[src/rtl/lsh_pkg.sv]
package lsh_pkg;
   typedef enum logic {
      MODE_CMPD   = 1'b0,
      MODE_SIGNED = 1'b1
   } lsh_mode_e;
endpackage

[src/rtl/lsh_amount_decode.sv]
module lsh_amount_decode #(
   parameter int DATA_W = 32,
   parameter int AMT_W  = 32,
   parameter int MAG_W  = 6
) (
   input  logic             mode_signed,
   input  logic             dir_right,
   input  logic [AMT_W-1:0] amount,
   output logic             go_right,
   output logic [MAG_W-1:0] mag,
   output logic             kill
);
   localparam logic [AMT_W-1:0] MAX_LEFT  = AMT_W'(DATA_W - 1);
   localparam logic [AMT_W-1:0] MAX_RIGHT = AMT_W'(DATA_W);

   logic             neg;
   logic [AMT_W-1:0] abs_amt;

   always_comb begin
      neg     = amount[AMT_W-1];
      abs_amt = neg ? (~amount + 1'b1) : amount;
      if (mode_signed) begin
         go_right = neg;
         kill     = neg ? (abs_amt > MAX_RIGHT) : (amount > MAX_LEFT);
         mag      = abs_amt[MAG_W-1:0];
      end else begin
         go_right = dir_right;
         kill     = amount > MAX_LEFT;
         mag      = amount[MAG_W-1:0];
      end
   end
endmodule

[src/rtl/lsh_core.sv]
module lsh_core #(
   parameter int DATA_W = 32,
   parameter int ACC_W  = 40,
   parameter int MAG_W  = 6
) (
   input  logic [ACC_W-1:0] operand,
   input  logic             wide,
   input  logic             go_right,
   input  logic [MAG_W-1:0] mag,
   input  logic             kill,
   output logic [ACC_W-1:0] res
);
   localparam logic [ACC_W-1:0] NARROW_MASK = {{(ACC_W-DATA_W){1'b0}}, {DATA_W{1'b1}}};

   logic [ACC_W-1:0] mask;
   logic [ACC_W-1:0] lft [0:MAG_W];
   logic [ACC_W-1:0] rgt [0:MAG_W];

   assign mask   = wide ? {ACC_W{1'b1}} : NARROW_MASK;
   assign lft[0] = operand & mask;
   assign rgt[0] = operand & mask;

   for (genvar i = 0; i < MAG_W; i++) begin : g_stage
      assign lft[i+1] = mag[i] ? (lft[i] << (2**i)) : lft[i];
      assign rgt[i+1] = mag[i] ? (rgt[i] >> (2**i)) : rgt[i];
   end

   always_comb begin
      if (kill)          res = '0;
      else if (go_right) res = rgt[MAG_W];
      else               res = lft[MAG_W] & mask;
   end

   always_comb begin
      if (go_right && !kill && mag != '0) begin
         AST_RIGHT_TOP_CLEAR: assert (wide ? !res[ACC_W-1] : !res[DATA_W-1]);
      end
   end
endmodule

[src/rtl/lsh_unit.sv]
module lsh_unit #(
   parameter int DATA_W  = 32,
   parameter int ACC_W   = 40,
   parameter int AMT_W   = 32,
   parameter bit REG_OUT = 1'b1
) (
   input  logic             clk,
   input  logic             rst,
   input  logic             in_valid,
   input  logic             mode,
   input  logic             is_acc,
   input  logic             dir_right,
   input  logic [AMT_W-1:0] amount,
   input  logic [ACC_W-1:0] operand,
   output logic             out_valid,
   output logic [ACC_W-1:0] result,
   output logic             zero
);
   import lsh_pkg::*;

   localparam int MAG_W = $clog2(DATA_W) + 1;

   if (ACC_W < DATA_W) begin : g_bad_acc
      $error("ACC_W must be at least DATA_W");
   end
   if (AMT_W < MAG_W + 1) begin : g_bad_amt
      $error("AMT_W too narrow for the shift range");
   end

   lsh_mode_e        mode_e;
   logic             wide;
   logic             go_right;
   logic             kill;
   logic [MAG_W-1:0] mag;
   logic [ACC_W-1:0] shifted;

   assign mode_e = lsh_mode_e'(mode);
   assign wide   = (mode_e == MODE_SIGNED) && is_acc;

   lsh_amount_decode #(.DATA_W(DATA_W), .AMT_W(AMT_W), .MAG_W(MAG_W)) u_dec (
      .mode_signed (mode_e == MODE_SIGNED),
      .dir_right   (dir_right),
      .amount      (amount),
      .go_right    (go_right),
      .mag         (mag),
      .kill        (kill)
   );

   lsh_core #(.DATA_W(DATA_W), .ACC_W(ACC_W), .MAG_W(MAG_W)) u_core (
      .operand  (operand),
      .wide     (wide),
      .go_right (go_right),
      .mag      (mag),
      .kill     (kill),
      .res      (shifted)
   );

   if (REG_OUT) begin : g_reg
      always_ff @(posedge clk) begin
         if (rst) begin
            out_valid <= 1'b0;
            result    <= '0;
            zero      <= 1'b0;
         end else begin
            out_valid <= in_valid;
            if (in_valid) begin
               result <= shifted;
               zero   <= ~|shifted;
            end
         end
      end

      AST_VALID_LATENCY: assert property (@(posedge clk) disable iff (rst)
         in_valid |=> out_valid);
      AST_IDLE_NO_VALID: assert property (@(posedge clk) disable iff (rst)
         !in_valid |=> !out_valid);
      AST_HOLD_IDLE: assert property (@(posedge clk) disable iff (rst)
         !in_valid |=> $stable(result));
      AST_ZERO_FLAG: assert property (@(posedge clk) disable iff (rst)
         out_valid |-> (zero == (result == '0)));
      AST_NARROW_UPPER: assert property (@(posedge clk) disable iff (rst)
         (in_valid && !(mode && is_acc)) |=> (result[ACC_W-1:DATA_W] == '0));
      AST_PASS_ZERO_AMT: assert property (@(posedge clk) disable iff (rst)
         (in_valid && amount == '0) |=>
            (result == $past((mode && is_acc) ? operand
                              : {{(ACC_W-DATA_W){1'b0}}, operand[DATA_W-1:0]})));
   end else begin : g_comb
      assign out_valid = in_valid;
      assign result    = shifted;
      assign zero      = ~|shifted;

      always_comb begin
         AST_ZERO_FLAG_C: assert (zero == (result == '0));
      end
   end
endmodule

[config.mk]
export PLATFORM = sky130hd
export DESIGN_NAME = lsh_unit
export DESIGN_NICKNAME = d
export VERILOG_FILES = /design/src/rtl/lsh_pkg.sv /design/src/rtl/lsh_amount_decode.sv /design/src/rtl/lsh_core.sv /design/src/rtl/lsh_unit.sv
export SDC_FILE = /design/constraint.sdc
export NUM_CORES = 1
export LEC_CHECK = 0
export CAP_MARGIN = 20
export CORE_MARGIN = 1
export CORE_UTILIZATION = 40
export CTS_CLUSTER_SIZE = 40
export DETAILED_ROUTE_END_ITERATION = 8
export SYNTH_ARGS = -nofsm -noshare
export SYNTH_HDL_FRONTEND = slang
export SYNTH_SLANG_ARGS = --single-unit
export TNS_END_PERCENT = 30
[constraint.sdc]
create_clock -name clk -period 5.6 [get_ports clk]
set_input_delay 0.84 -clock clk [delete_from_list [all_inputs] [get_ports clk]]
set_output_delay 0.84 -clock clk [all_outputs]
set_load 0.1 [all_outputs]
======== Yosys cells after proc, flatten, opt, wreduce, memory -nomap -nowiden ========
Cells that the tools add are included.
word-level totals
  word-level logic and storage cells ...... 32
  bits in registers ....................... 42
  output and inout bits ................... 42
  input port bits ......................... 78
operators by class
  multiplexer cells ....................... 20
  bitwise gates (word level) .............. 3
  add/subtract/negate cells ............... 1
  reduce and logical (&&, ||, !) cells .... 3
  magnitude comparators ................... 2
operators by type and width
  kind                                                                   count
  40-bit 2-to-1 mux                                                      15
  40-bit bitwise AND                                                     2
  40-bit OR reduction                                                    1
  32-bit by 1-bit adder with 32-bit output, second input constant        1
  32-bit by 5-bit > comparator with 1-bit output, second input constant  1
  32-bit by 6-bit > comparator with 1-bit output, second input constant  1
  32-bit 2-to-1 mux                                                      1
  32-bit inverter                                                        1
  6-bit 2-to-1 mux                                                       1
  1-bit 2-to-1 mux                                                       3
  1-bit logical AND                                                      1
  1-bit logical NOT                                                      1

======== Logic depth before layout (Yosys ltp) ========
Gate-level depths: netlist (run 1).
  word-level depth ........................ 15
  depth in mapped cells ................... 19
  gate-level depth less buffers ........... 13

======== Hierarchy ========
From an unflattened synthesis (run 1), not the netlist that was laid out.
second synthesis, totals
  cells, all modules ...................... 912
  area total of the unflattened synthesis .. 7653.6 um^2
modules (own cells, without submodules)
  module             times used  seq. area each (um^2)  cells each  area each (um^2)
  lsh_core           1           0.0                    595         5063.6
  lsh_unit           1           840.8                  150         1562.7
  lsh_amount_decode  1           0.0                    167         1027.2

======== Worst setup path after synthesis (run 1) ========
OpenSTA, ideal clock, no wires.
  path kind ............................... in2reg
  start point ............................. input port amount[0]
  end point ............................... register zero
  cell stages on the path ................. 17
  arrival time ............................ 5056 ps
  slack ................................... 456 ps
  cells stage by stage .................... buf_2 > inv_1 > buf_2 > clkbuf_1 > ha_1 > and3_1 > nor2_2 > buf_2 > mux2i_1 > mux2i_1 > mux2_2 > o21a_1 > o221a_2 > nand4b_1 > or4b_1 > o311a_1 > nor4_2
on the way
  word-level cells in the longest chain between the ends .. 15
  elaborated cells between the ends (all ways) .. 25
RTL lines
  what                                                                                               line            source
  start: declaration                                                                                 lsh_unit.sv:13  input logic [AMT_W-1:0] amount,
  parallel branches: the longest is 12 deep, another holds 32-bit by 1-bit adder with 32-bit output  -
  40-bit 2-to-1 mux (*)                                                                              lsh_core.sv:29  if (kill) res = '0;
  40-bit OR reduction (*)                                                                            lsh_unit.sv:68  zero <= ~|shifted;
  1-bit logical NOT (*)                                                                              lsh_unit.sv:68
  end signal: assignment                                                                             lsh_unit.sv:68
  end: declaration                                                                                   lsh_unit.sv:17  output logic zero
Every way passes the cells marked *.
A chain may end at the register's enable or synchronous reset.

======== Worst setup path after layout (run 1) ========
  start point ............................. input port amount[1]
  end point ............................... register zero
on the way
  word-level cells in the longest chain between the ends .. 14
  elaborated cells between the ends (all ways) .. 23
RTL lines
  what                                                                                               line
  parallel branches: the longest is 11 deep, another holds 32-bit by 1-bit adder with 32-bit output  -
  40-bit 2-to-1 mux (*)                                                                              lsh_core.sv:29
  40-bit OR reduction (*)                                                                            lsh_unit.sv:68
  1-bit logical NOT (*)                                                                              lsh_unit.sv:68
Marks and branches as above.

==> flow_results.xml, run 1 <==
<?xml version="1.0" encoding="UTF-8"?>
<metrics>
  <group name="status">
    <metric name="run_status" unit="">completed</metric>
  </group>
  <group name="min_path">
    <metric name="hp-class" unit="">reg -&gt; reg</metric>
    <metric name="timing.hold.worst.start" unit="">result[14]</metric>
  </group>
  <group name="final_layout">
    <metric name="nFillCells" unit="">1974</metric>
    <metric name="top_library_cells_by_usage_in_the_layout_fill_and_taps_aside" unit="">128 x sky130_fd_sc_hd__nand2_1, 118 x sky130_fd_sc_hd__clkdlybuf4s50_1, 113 x sky130_fd_sc_hd__a21oi_1</metric>
    <metric name="seq_area" unit="um^2">840.8</metric>
    <metric name="stdcell_count" unit="">1454</metric>
    <metric name="areaGrowthSynthToFinish" unit="%">22.46</metric>
    <metric name="end_of_flow_core_utilization" unit="%">50.02</metric>
    <metric name="diode_insertion_count_for_antenna_repair" unit="">0</metric>
    <metric name="layout.nets" unit="">1268</metric>
    <metric name="layout-drive-gt1-share" unit="%">13.46</metric>
    <metric name="multi_input_comb_area" unit="mm^2">0.006621</metric>
    <metric name="layout_commonest_cell" unit="">sky130_fd_sc_hd__nand2_1</metric>
  </group>
  <group name="floorplan">
    <metric name="starting_density_of_the_core" unit="%">40.84</metric>
    <metric name="ios" unit="">120</metric>
    <metric name="dieWidth" unit="um">143.0</metric>
    <metric name="placement_rows" unit="">51</metric>
    <metric name="core-area" unit="mm^2">0.01946</metric>
    <metric name="die_height" unit="um">143.0</metric>
    <metric name="overall_die_area" unit="mm^2">0.02044</metric>
  </group>
  <group name="clocking">
    <metric name="clock_insertion_delay_worst_skew" unit="ns">0.28</metric>
    <metric name="cts_buffer_depth" unit="">2</metric>
    <metric name="clkSinkCount" unit="">42</metric>
    <metric name="h-tree-depth" unit="">2</metric>
    <metric name="cts.repair.resized" unit="">0</metric>
    <metric name="cts_buffers" unit="">5</metric>
    <metric name="clock_tree_from_tritoncts" unit="">done</metric>
    <metric name="post_cts_buffers" unit="">0</metric>
    <metric name="cts.reportedPaths.clkPinSlew" unit="ns">0.07</metric>
    <metric name="cts-root-buf" unit="">sky130_fd_sc_hd__clkbuf_16</metric>
    <metric name="holdBufCountCts" unit="">0</metric>
  </group>
  <group name="critical_path">
    <metric name="worstSetupPathDepth" unit="">15</metric>
    <metric name="crit_path_max_incr_delay" unit="ns">0.48</metric>
    <metric name="timing.setup.critical_path_class" unit="">in -&gt; reg</metric>
    <metric name="critPathCapture" unit="">zero</metric>
    <metric name="regToRegStartpoint" unit="">result[35]</metric>
    <metric name="crit_arrival" unit="ns">5.34</metric>
    <metric name="critPathSlowestCell" unit="">sky130_fd_sc_hd__mux2i_1</metric>
    <metric name="worst_r2r_path_depth" unit="">3</metric>
    <metric name="worst_setup_path_startpoint" unit="">amount[1]</metric>
    <metric name="crit_top_cell" unit="">sky130_fd_sc_hd__mux2i_1</metric>
    <metric name="critical_path.n_buffers_inverters" unit="">3</metric>
    <metric name="reg2reg_slack" unit="ns">4.85</metric>
    <metric name="critical_path.max_fanout" unit="">8</metric>
    <metric name="critical_path.cell_chain" unit="">clkdlybuf4s50_1 &gt; inv_1 &gt; ha_1 &gt; and3_1 &gt; nor2_2 &gt; buf_4 &gt; mux2i_1 &gt; mux2i_1 &gt; mux2_2 &gt; a22oi_1 &gt; o21ai_0 &gt; a2111o_1 &gt; or4_1 &gt; o311a_1 &gt; nor4_2</metric>
    <metric name="worst_path_dominant_cell_family" unit="">simple AND/OR/NAND/NOR gates</metric>
    <metric name="start_kind" unit="">input port</metric>
    <metric name="worstPathRequired" unit="ns">5.79</metric>
    <metric name="timing.critical_path.to_type" unit="">flip-flop</metric>
    <metric name="r2r-end" unit="">result[35]</metric>
  </group>
  <group name="logic_synthesis">
    <metric name="synthesis.instances" unit="">1103</metric>
    <metric name="syn_avg_cell_area" unit="um^2">7.207</metric>
    <metric name="syn_nets" unit="">1183</metric>
    <metric name="postSynthRegisterBits" unit="">42</metric>
    <metric name="synth-edff-count" unit="">0</metric>
    <metric name="yosys-mux-area-fraction" unit="%">21.27</metric>
    <metric name="synth_compound_area_share" unit="%">32.79</metric>
    <metric name="post_synthesis_share_of_cell_area_spent_on_full_adders_half_adders_and_majority_gates" unit="%">0.3148</metric>
    <metric name="post_synth_and_or_nand_nor_area_fraction" unit="%">27.33</metric>
    <metric name="synth_top_flop_cell" unit="">sky130_fd_sc_hd__dfxtp_1</metric>
    <metric name="post_synth_num_cell_types" unit="">92</metric>
    <metric name="yosys_warnings" unit="">0</metric>
    <metric name="ys_async_sr_fraction" unit="%">0</metric>
    <metric name="synth_seq_area_share" unit="%">10.58</metric>
    <metric name="synth_top_family_by_area" unit="">compound AO/OA/AOI/OAI gates</metric>
    <metric name="yosys.area_share.xor_xnor" unit="%">0.9444</metric>
    <metric name="syn_area" unit="mm^2">0.007949</metric>
  </group>
  <group name="sta">
    <metric name="report.final.hold_viol_count" unit="">0</metric>
    <metric name="maxClockFrequency" unit="MHz">194.1</metric>
    <metric name="finalMaxSlewViolations" unit="">0</metric>
    <metric name="post-route-period-util" unit="%">91.99</metric>
    <metric name="setup_violations" unit="">0</metric>
    <metric name="fin_setup_tns" unit="ns">0</metric>
    <metric name="slew_headroom" unit="%">33.42</metric>
    <metric name="unrepaired_setup_endpoints_after_global_routing" unit="">false</metric>
    <metric name="final_period_demand_of_the_worst_path" unit="ns">5.152</metric>
    <metric name="final.setup_skew" unit="ns">0</metric>
    <metric name="max_slew.worst_pin.slew" unit="ns">0.9956</metric>
  </group>
  <group name="drt">
    <metric name="avgViaCountPerCell" unit="">6.884</metric>
    <metric name="met2_length" unit="mm">16.19</metric>
    <metric name="wl_met1" unit="mm">15.42</metric>
    <metric name="top_layer_reached_by_signal_wires" unit="">met4</metric>
    <metric name="detail_route.drc_violations" unit="">0</metric>
    <metric name="firstDrtPassIters" unit="">6</metric>
    <metric name="drt-initial-drc-count" unit="">1045</metric>
    <metric name="wl_per_cell" unit="um">25.79</metric>
    <metric name="met3_wirelength" unit="mm">3.774</metric>
    <metric name="postRouteWirelength" unit="mm">37.50</metric>
    <metric name="vias" unit="">10009</metric>
    <metric name="postRouteAntennaNets" unit="">0</metric>
  </group>
  <group name="power_and_ir_drop">
    <metric name="cellPowerDensity" unit="mW/mm^2">167.8</metric>
    <metric name="p_leak" unit="nW">3.355</metric>
    <metric name="peakVddDrop" unit="mV">0.1032</metric>
  </group>
  <group name="flow_run">
    <metric name="max_cap_violations" unit="">0</metric>
  </group>
  <group name="grt">
    <metric name="grt_max_degree" unit="">93</metric>
    <metric name="grt_pass1_wl" unit="mm">57.19</metric>
    <metric name="grt_antenna_before_repair" unit="">0</metric>
    <metric name="grt_use_total" unit="%">36.85</metric>
    <metric name="grt_remaining_overflow" unit="">0</metric>
    <metric name="grt_pass1_vias" unit="">9333</metric>
  </group>
  <group name="placement">
    <metric name="dp_hpwl" unit="mm">29.70</metric>
    <metric name="io_buffers" unit="">119</metric>
    <metric name="routabilityCongestion" unit="">1.093</metric>
    <metric name="dpl.cell_count" unit="">1446</metric>
  </group>
</metrics>
worst min path at each step:
stage | endpoint | slack (ns) | depth (start not counted)
finish | result[14] | 0.46 | 2
global route | result[30] | 0.48 | 2
CTS | result[15] | 0.46 | 2
detailed placement | result[14] | 0.45 | 2
global placement | result[12] | 0.45 | 2
floorplan | result[38] | 0.91 | 2
layer usage:
layer	global-route usage [%]	vias up
met2	56.77	698
met5	0	-
met3	5.567	152
met1	49.79	4694
met4	18.45	0
li1	-	4465
stage by stage:
stage,total power [mW],hold slack (ns),setup WS (ns),area (um^2)
2_1_floorplan,0.9134,0.9051,0.4558,7949
3_3_place_gp,1.321,0.4494,0.1072,9585
3_5_place_dp,1.307,0.4529,0.1816,9585
4_1_cts,1.599,0.4627,0.4660,9734
5_1_grt,1.694,0.4779,0.2164,9734
6_report,1.633,0.4596,0.4483,9734
cell usage after synthesis (6+ instances only):
cell type	count	area (um^2)
sky130_fd_sc_hd__nand2_1	128	480.5
sky130_fd_sc_hd__a21oi_1	113	565.5
sky130_fd_sc_hd__nor2_1	94	352.8
sky130_fd_sc_hd__mux2i_1	62	620.6
sky130_fd_sc_hd__nand3_1	48	240.2
sky130_fd_sc_hd__buf_2	47	235.2
sky130_fd_sc_hd__o21ai_0	44	220.2
sky130_fd_sc_hd__dfxtp_1	42	840.8
sky130_fd_sc_hd__mux4_2	38	855.8
sky130_fd_sc_hd__clkbuf_1	37	138.9
sky130_fd_sc_hd__nor3_1	35	175.2
sky130_fd_sc_hd__a211oi_1	34	255.2
sky130_fd_sc_hd__o211ai_1	22	165.2
sky130_fd_sc_hd__o22ai_1	21	131.4
sky130_fd_sc_hd__mux2_2	19	214.0
sky130_fd_sc_hd__nand4_1	19	118.9
sky130_fd_sc_hd__nand2b_1	17	106.4
sky130_fd_sc_hd__buf_1	15	56.30
sky130_fd_sc_hd__a31oi_1	14	87.58
sky130_fd_sc_hd__inv_1	14	52.55
sky130_fd_sc_hd__nor4_1	13	81.33
sky130_fd_sc_hd__and2_1	12	75.07
sky130_fd_sc_hd__a22oi_1	11	82.58
sky130_fd_sc_hd__and3_1	11	68.82
sky130_fd_sc_hd__o221ai_1	11	96.34
sky130_fd_sc_hd__a211o_1	10	87.58
sky130_fd_sc_hd__or3_1	10	62.56
sky130_fd_sc_hd__a221oi_1	7	61.31
sky130_fd_sc_hd__a22o_1	7	61.31
sky130_fd_sc_hd__nor2b_1	7	43.79
sky130_fd_sc_hd__o31ai_1	7	52.55
sky130_fd_sc_hd__buf_4	6	45.04
sky130_fd_sc_hd__nand3b_1	6	45.04
sky130_fd_sc_hd__o2111ai_1	6	52.55
sky130_fd_sc_hd__or4_1	6	45.04
area by class of cell:
| class | count | share of cell area [%] |
|---|---|---|
| Inverter | 14 | 0.5398 |
| Clock inverter | 3 | 0.2442 |
| Sequential cell | 42 | 8.638 |
| Clock buffer | 5 | 1.285 |
| Multi-Input combinational cell | 941 | 68.02 |
| Timing Repair Buffer | 184 | 17.87 |
| Tap cell | 265 | 3.406 |
where the power goes:
part | internal [mW] | leakage [nW] | switching [mW]
clock | 0.167 | 0.0664 | 0.121
sequential | 0.300 | 0.339 | 0.000440
combinational | 0.384 | 2.95 | 0.661
total | 0.851 | 3.36 | 0.783
state kept, by name (all words and copies together), names as in the netlist:
name	count
out_valid	1
result	40
zero	1
worst reg2reg max path, stage by stage, from the launching register on:
cell and delay, ns:
sky130_fd_sc_hd__dfxtp_1 0.31, sky130_fd_sc_hd__nor2b_1 0.13, sky130_fd_sc_hd__a31oi_1 0.14, sky130_fd_sc_hd__nor2_1 0.05
kinds of logic after synthesis:
kind of cell	after synthesis
AND/OR/NAND/NOR	435
AO/OA/AOI/OAI	379
buffers and inverters	120
multiplexers	119
flip-flops	42
XOR/XNOR	6
adder cells (fa/ha/maj)	2
Note: power is estimated with default switching activity, not from simulation.
==> run 2, diff against run 1 <==
--- a/config.mk
+++ b/config.mk
@@ -10,6 +10,7 @@
 export CORE_UTILIZATION = 40
 export CTS_CLUSTER_SIZE = 40
 export DETAILED_ROUTE_END_ITERATION = 8
+export REMOVE_ABC_BUFFERS = 1
 export SYNTH_ARGS = -nofsm -noshare
 export SYNTH_HDL_FRONTEND = slang
 export SYNTH_SLANG_ARGS = --single-unit
==> flow_results.xml, run 2 (synthesis gave the netlist of run 1 again) <==
<?xml version="1.0" encoding="UTF-8"?>
<metrics>
  <group name="critical_path">
    <metric name="critPathSlowestCell" unit="">sky130_fd_sc_hd__clkdlybuf4s50_1</metric>
    <metric name="worst_path_dominant_cell_family" unit="">simple AND/OR/NAND/NOR gates</metric>
    <metric name="crit_path_max_incr_delay" unit="ns">0.73</metric>
    <metric name="crit_arrival" unit="ns">5.44</metric>
    <metric name="worstSetupPathDepth" unit="">14</metric>
    <metric name="critical_path.n_buffers_inverters" unit="">3</metric>
    <metric name="timing.setup.critical_path_class" unit="">in -&gt; reg</metric>
    <metric name="critical_path.cell_chain" unit="">clkdlybuf4s50_1 &gt; buf_4 &gt; nand2_1 &gt; nand2_1 &gt; nand3_1 &gt; buf_4 &gt; nor2_1 &gt; o221ai_1 &gt; o211a_1 &gt; nor3_1 &gt; nand4b_1 &gt; or4b_1 &gt; o311a_1 &gt; nor4_2</metric>
    <metric name="worst_r2r_path_depth" unit="">3</metric>
    <metric name="critical_path.max_fanout" unit="">20</metric>
    <metric name="worstPathRequired" unit="ns">5.79</metric>
    <metric name="start_kind" unit="">input port</metric>
    <metric name="timing.critical_path.to_type" unit="">flip-flop</metric>
  </group>
  <group name="floorplan">
    <metric name="die_height" unit="um">143.0</metric>
    <metric name="starting_density_of_the_core" unit="%">40.84</metric>
    <metric name="dieWidth" unit="um">143.0</metric>
    <metric name="core-area" unit="mm^2">0.01946</metric>
    <metric name="overall_die_area" unit="mm^2">0.02044</metric>
    <metric name="placement_rows" unit="">51</metric>
    <metric name="ios" unit="">120</metric>
  </group>
  <group name="grt">
    <metric name="grt_max_degree" unit="">55</metric>
    <metric name="grt_use_total" unit="%">36.25</metric>
    <metric name="grt_antenna_before_repair" unit="">0</metric>
    <metric name="grt_pass1_vias" unit="">9108</metric>
    <metric name="grt_pass1_wl" unit="mm">55.95</metric>
    <metric name="grt_remaining_overflow" unit="">0</metric>
  </group>
  <group name="clocking">
    <metric name="h-tree-depth" unit="">2</metric>
    <metric name="clock_tree_from_tritoncts" unit="">done</metric>
    <metric name="cts.reportedPaths.clkPinSlew" unit="ns">0.06</metric>
    <metric name="post_cts_buffers" unit="">0</metric>
    <metric name="clkSinkCount" unit="">42</metric>
    <metric name="cts.repair.resized" unit="">0</metric>
    <metric name="holdBufCountCts" unit="">0</metric>
    <metric name="clock_insertion_delay_worst_skew" unit="ns">0.28</metric>
    <metric name="cts_buffer_depth" unit="">2</metric>
    <metric name="cts_buffers" unit="">5</metric>
    <metric name="cts-root-buf" unit="">sky130_fd_sc_hd__clkbuf_16</metric>
  </group>
  <group name="final_layout">
    <metric name="areaGrowthSynthToFinish" unit="%">23.82</metric>
    <metric name="layout_commonest_cell" unit="">sky130_fd_sc_hd__nand2_1</metric>
    <metric name="nFillCells" unit="">1960</metric>
    <metric name="layout.nets" unit="">1283</metric>
    <metric name="layout-drive-gt1-share" unit="%">14.53</metric>
    <metric name="diode_insertion_count_for_antenna_repair" unit="">0</metric>
    <metric name="top_library_cells_by_usage_in_the_layout_fill_and_taps_aside" unit="">128 x sky130_fd_sc_hd__nand2_1, 118 x sky130_fd_sc_hd__clkdlybuf4s50_1, 113 x sky130_fd_sc_hd__a21oi_1</metric>
    <metric name="largest_register_ff_count" unit="">40</metric>
    <metric name="largest_register" unit="">result</metric>
    <metric name="reg_top3" unit="">result x40, out_valid x1, zero x1</metric>
    <metric name="stdcell_area" unit="mm^2">0.009842</metric>
  </group>
  <group name="drt">
    <metric name="wl_per_cell" unit="um">25.52</metric>
    <metric name="postRouteAntennaNets" unit="">0</metric>
    <metric name="vias" unit="">10008</metric>
    <metric name="detail_route.drc_violations" unit="">0</metric>
    <metric name="avgViaCountPerCell" unit="">6.813</metric>
    <metric name="firstDrtPassIters" unit="">6</metric>
    <metric name="drt-initial-drc-count" unit="">1064</metric>
    <metric name="postRouteWirelength" unit="mm">37.49</metric>
  </group>
  <group name="placement">
    <metric name="io_buffers" unit="">119</metric>
    <metric name="dp_hpwl" unit="mm">29.57</metric>
    <metric name="place_area" unit="mm^2">0.009698</metric>
    <metric name="routabilityCongestion" unit="">1.072</metric>
  </group>
  <group name="sta">
    <metric name="unrepaired_setup_endpoints_after_global_routing" unit="">false</metric>
    <metric name="final.setup_skew" unit="ns">0</metric>
    <metric name="max_slew.worst_pin.slew" unit="ns">1.029</metric>
    <metric name="fin_setup_tns" unit="ns">0</metric>
    <metric name="maxClockFrequency" unit="MHz">190.2</metric>
    <metric name="final_period_demand_of_the_worst_path" unit="ns">5.257</metric>
    <metric name="slew_headroom" unit="%">30.89</metric>
    <metric name="post-route-period-util" unit="%">93.87</metric>
    <metric name="finalMaxSlewViolations" unit="">0</metric>
    <metric name="report.final.hold_viol_count" unit="">0</metric>
    <metric name="setup_violations" unit="">0</metric>
  </group>
  <group name="status">
    <metric name="run_status" unit="">completed</metric>
  </group>
  <group name="flow_run">
    <metric name="max_cap_violations" unit="">0</metric>
  </group>
  <group name="power_and_ir_drop">
    <metric name="p_leak" unit="nW">3.436</metric>
    <metric name="cellPowerDensity" unit="mW/mm^2">167.1</metric>
    <metric name="peakVddDrop" unit="mV">0.1196</metric>
  </group>
  <group name="min_path">
    <metric name="hp-class" unit="">reg -&gt; reg</metric>
    <metric name="hold_path_depth" unit="">2</metric>
  </group>
</metrics>
[run 2: through the flow]
stage	instances	total power [mW]	utilization (%)	setup slack [ns]	hold WS, ns
after floorplan	997	0.8678	-	-2.340	0.9067
after global placement	1461	1.335	49.83	0.3133	0.4496
after detailed placement	1461	1.322	49.83	0.3230	0.4537
after CTS	1469	1.606	50.57	0.5895	0.4614
after global routing	1469	1.704	50.57	0.2784	0.4748
final	1469	1.645	50.57	0.3434	0.4601
[run 2: report_power, final]
| group | switching [mW] | internal, mW | total, mW |
|---|---|---|---|
| clock | 0.118 | 0.165 | 0.283 |
| sequential | 0.000513 | 0.300 | 0.300 |
| combinational | 0.662 | 0.399 | 1.06 |
| total | 0.781 | 0.864 | 1.64 |
[run 2: path summary, 6_finish.rpt]
check,startpoint,to,slack (ns)
worst min register to register,result[10],result[10],0.46
worst max-delay path,amount[31],zero,0.34
worst min-delay path,result[10],result[10],0.46
worst max register to register,result[35],result[35],4.83
[run 2: area by class of cell]
cell class,instances,area (um^2),share of cell area [%]
clock inverters,3,18.77,0.1907
repair buffers,199,1852,18.82
multi-input cells,941,6621,67.28
clock buffers,5,125.1,1.271
flip-flops and latches,42,840.8,8.543
inverters,14,52.55,0.5339
well taps,265,331.6,3.369
[run 2: worst register-to-register path: stages, from the launching register on]
cell	delay, ns
sky130_fd_sc_hd__dfxtp_1	0.32
sky130_fd_sc_hd__nor2b_1	0.13
sky130_fd_sc_hd__a31oi_1	0.15
sky130_fd_sc_hd__nor2_1	0.05
[run 2: routing by layer]
layer | wire length [um] | GRT usage, % | vias to the layer above
li1 | - | - | 4512
met1 | 15400 | 47.39 | 4770
met2 | 16540 | 56.97 | 616
met3 | 3756 | 7.646 | 110
met4 | 1794 | 16.47 | 0
met5 | 0 | 0 | -
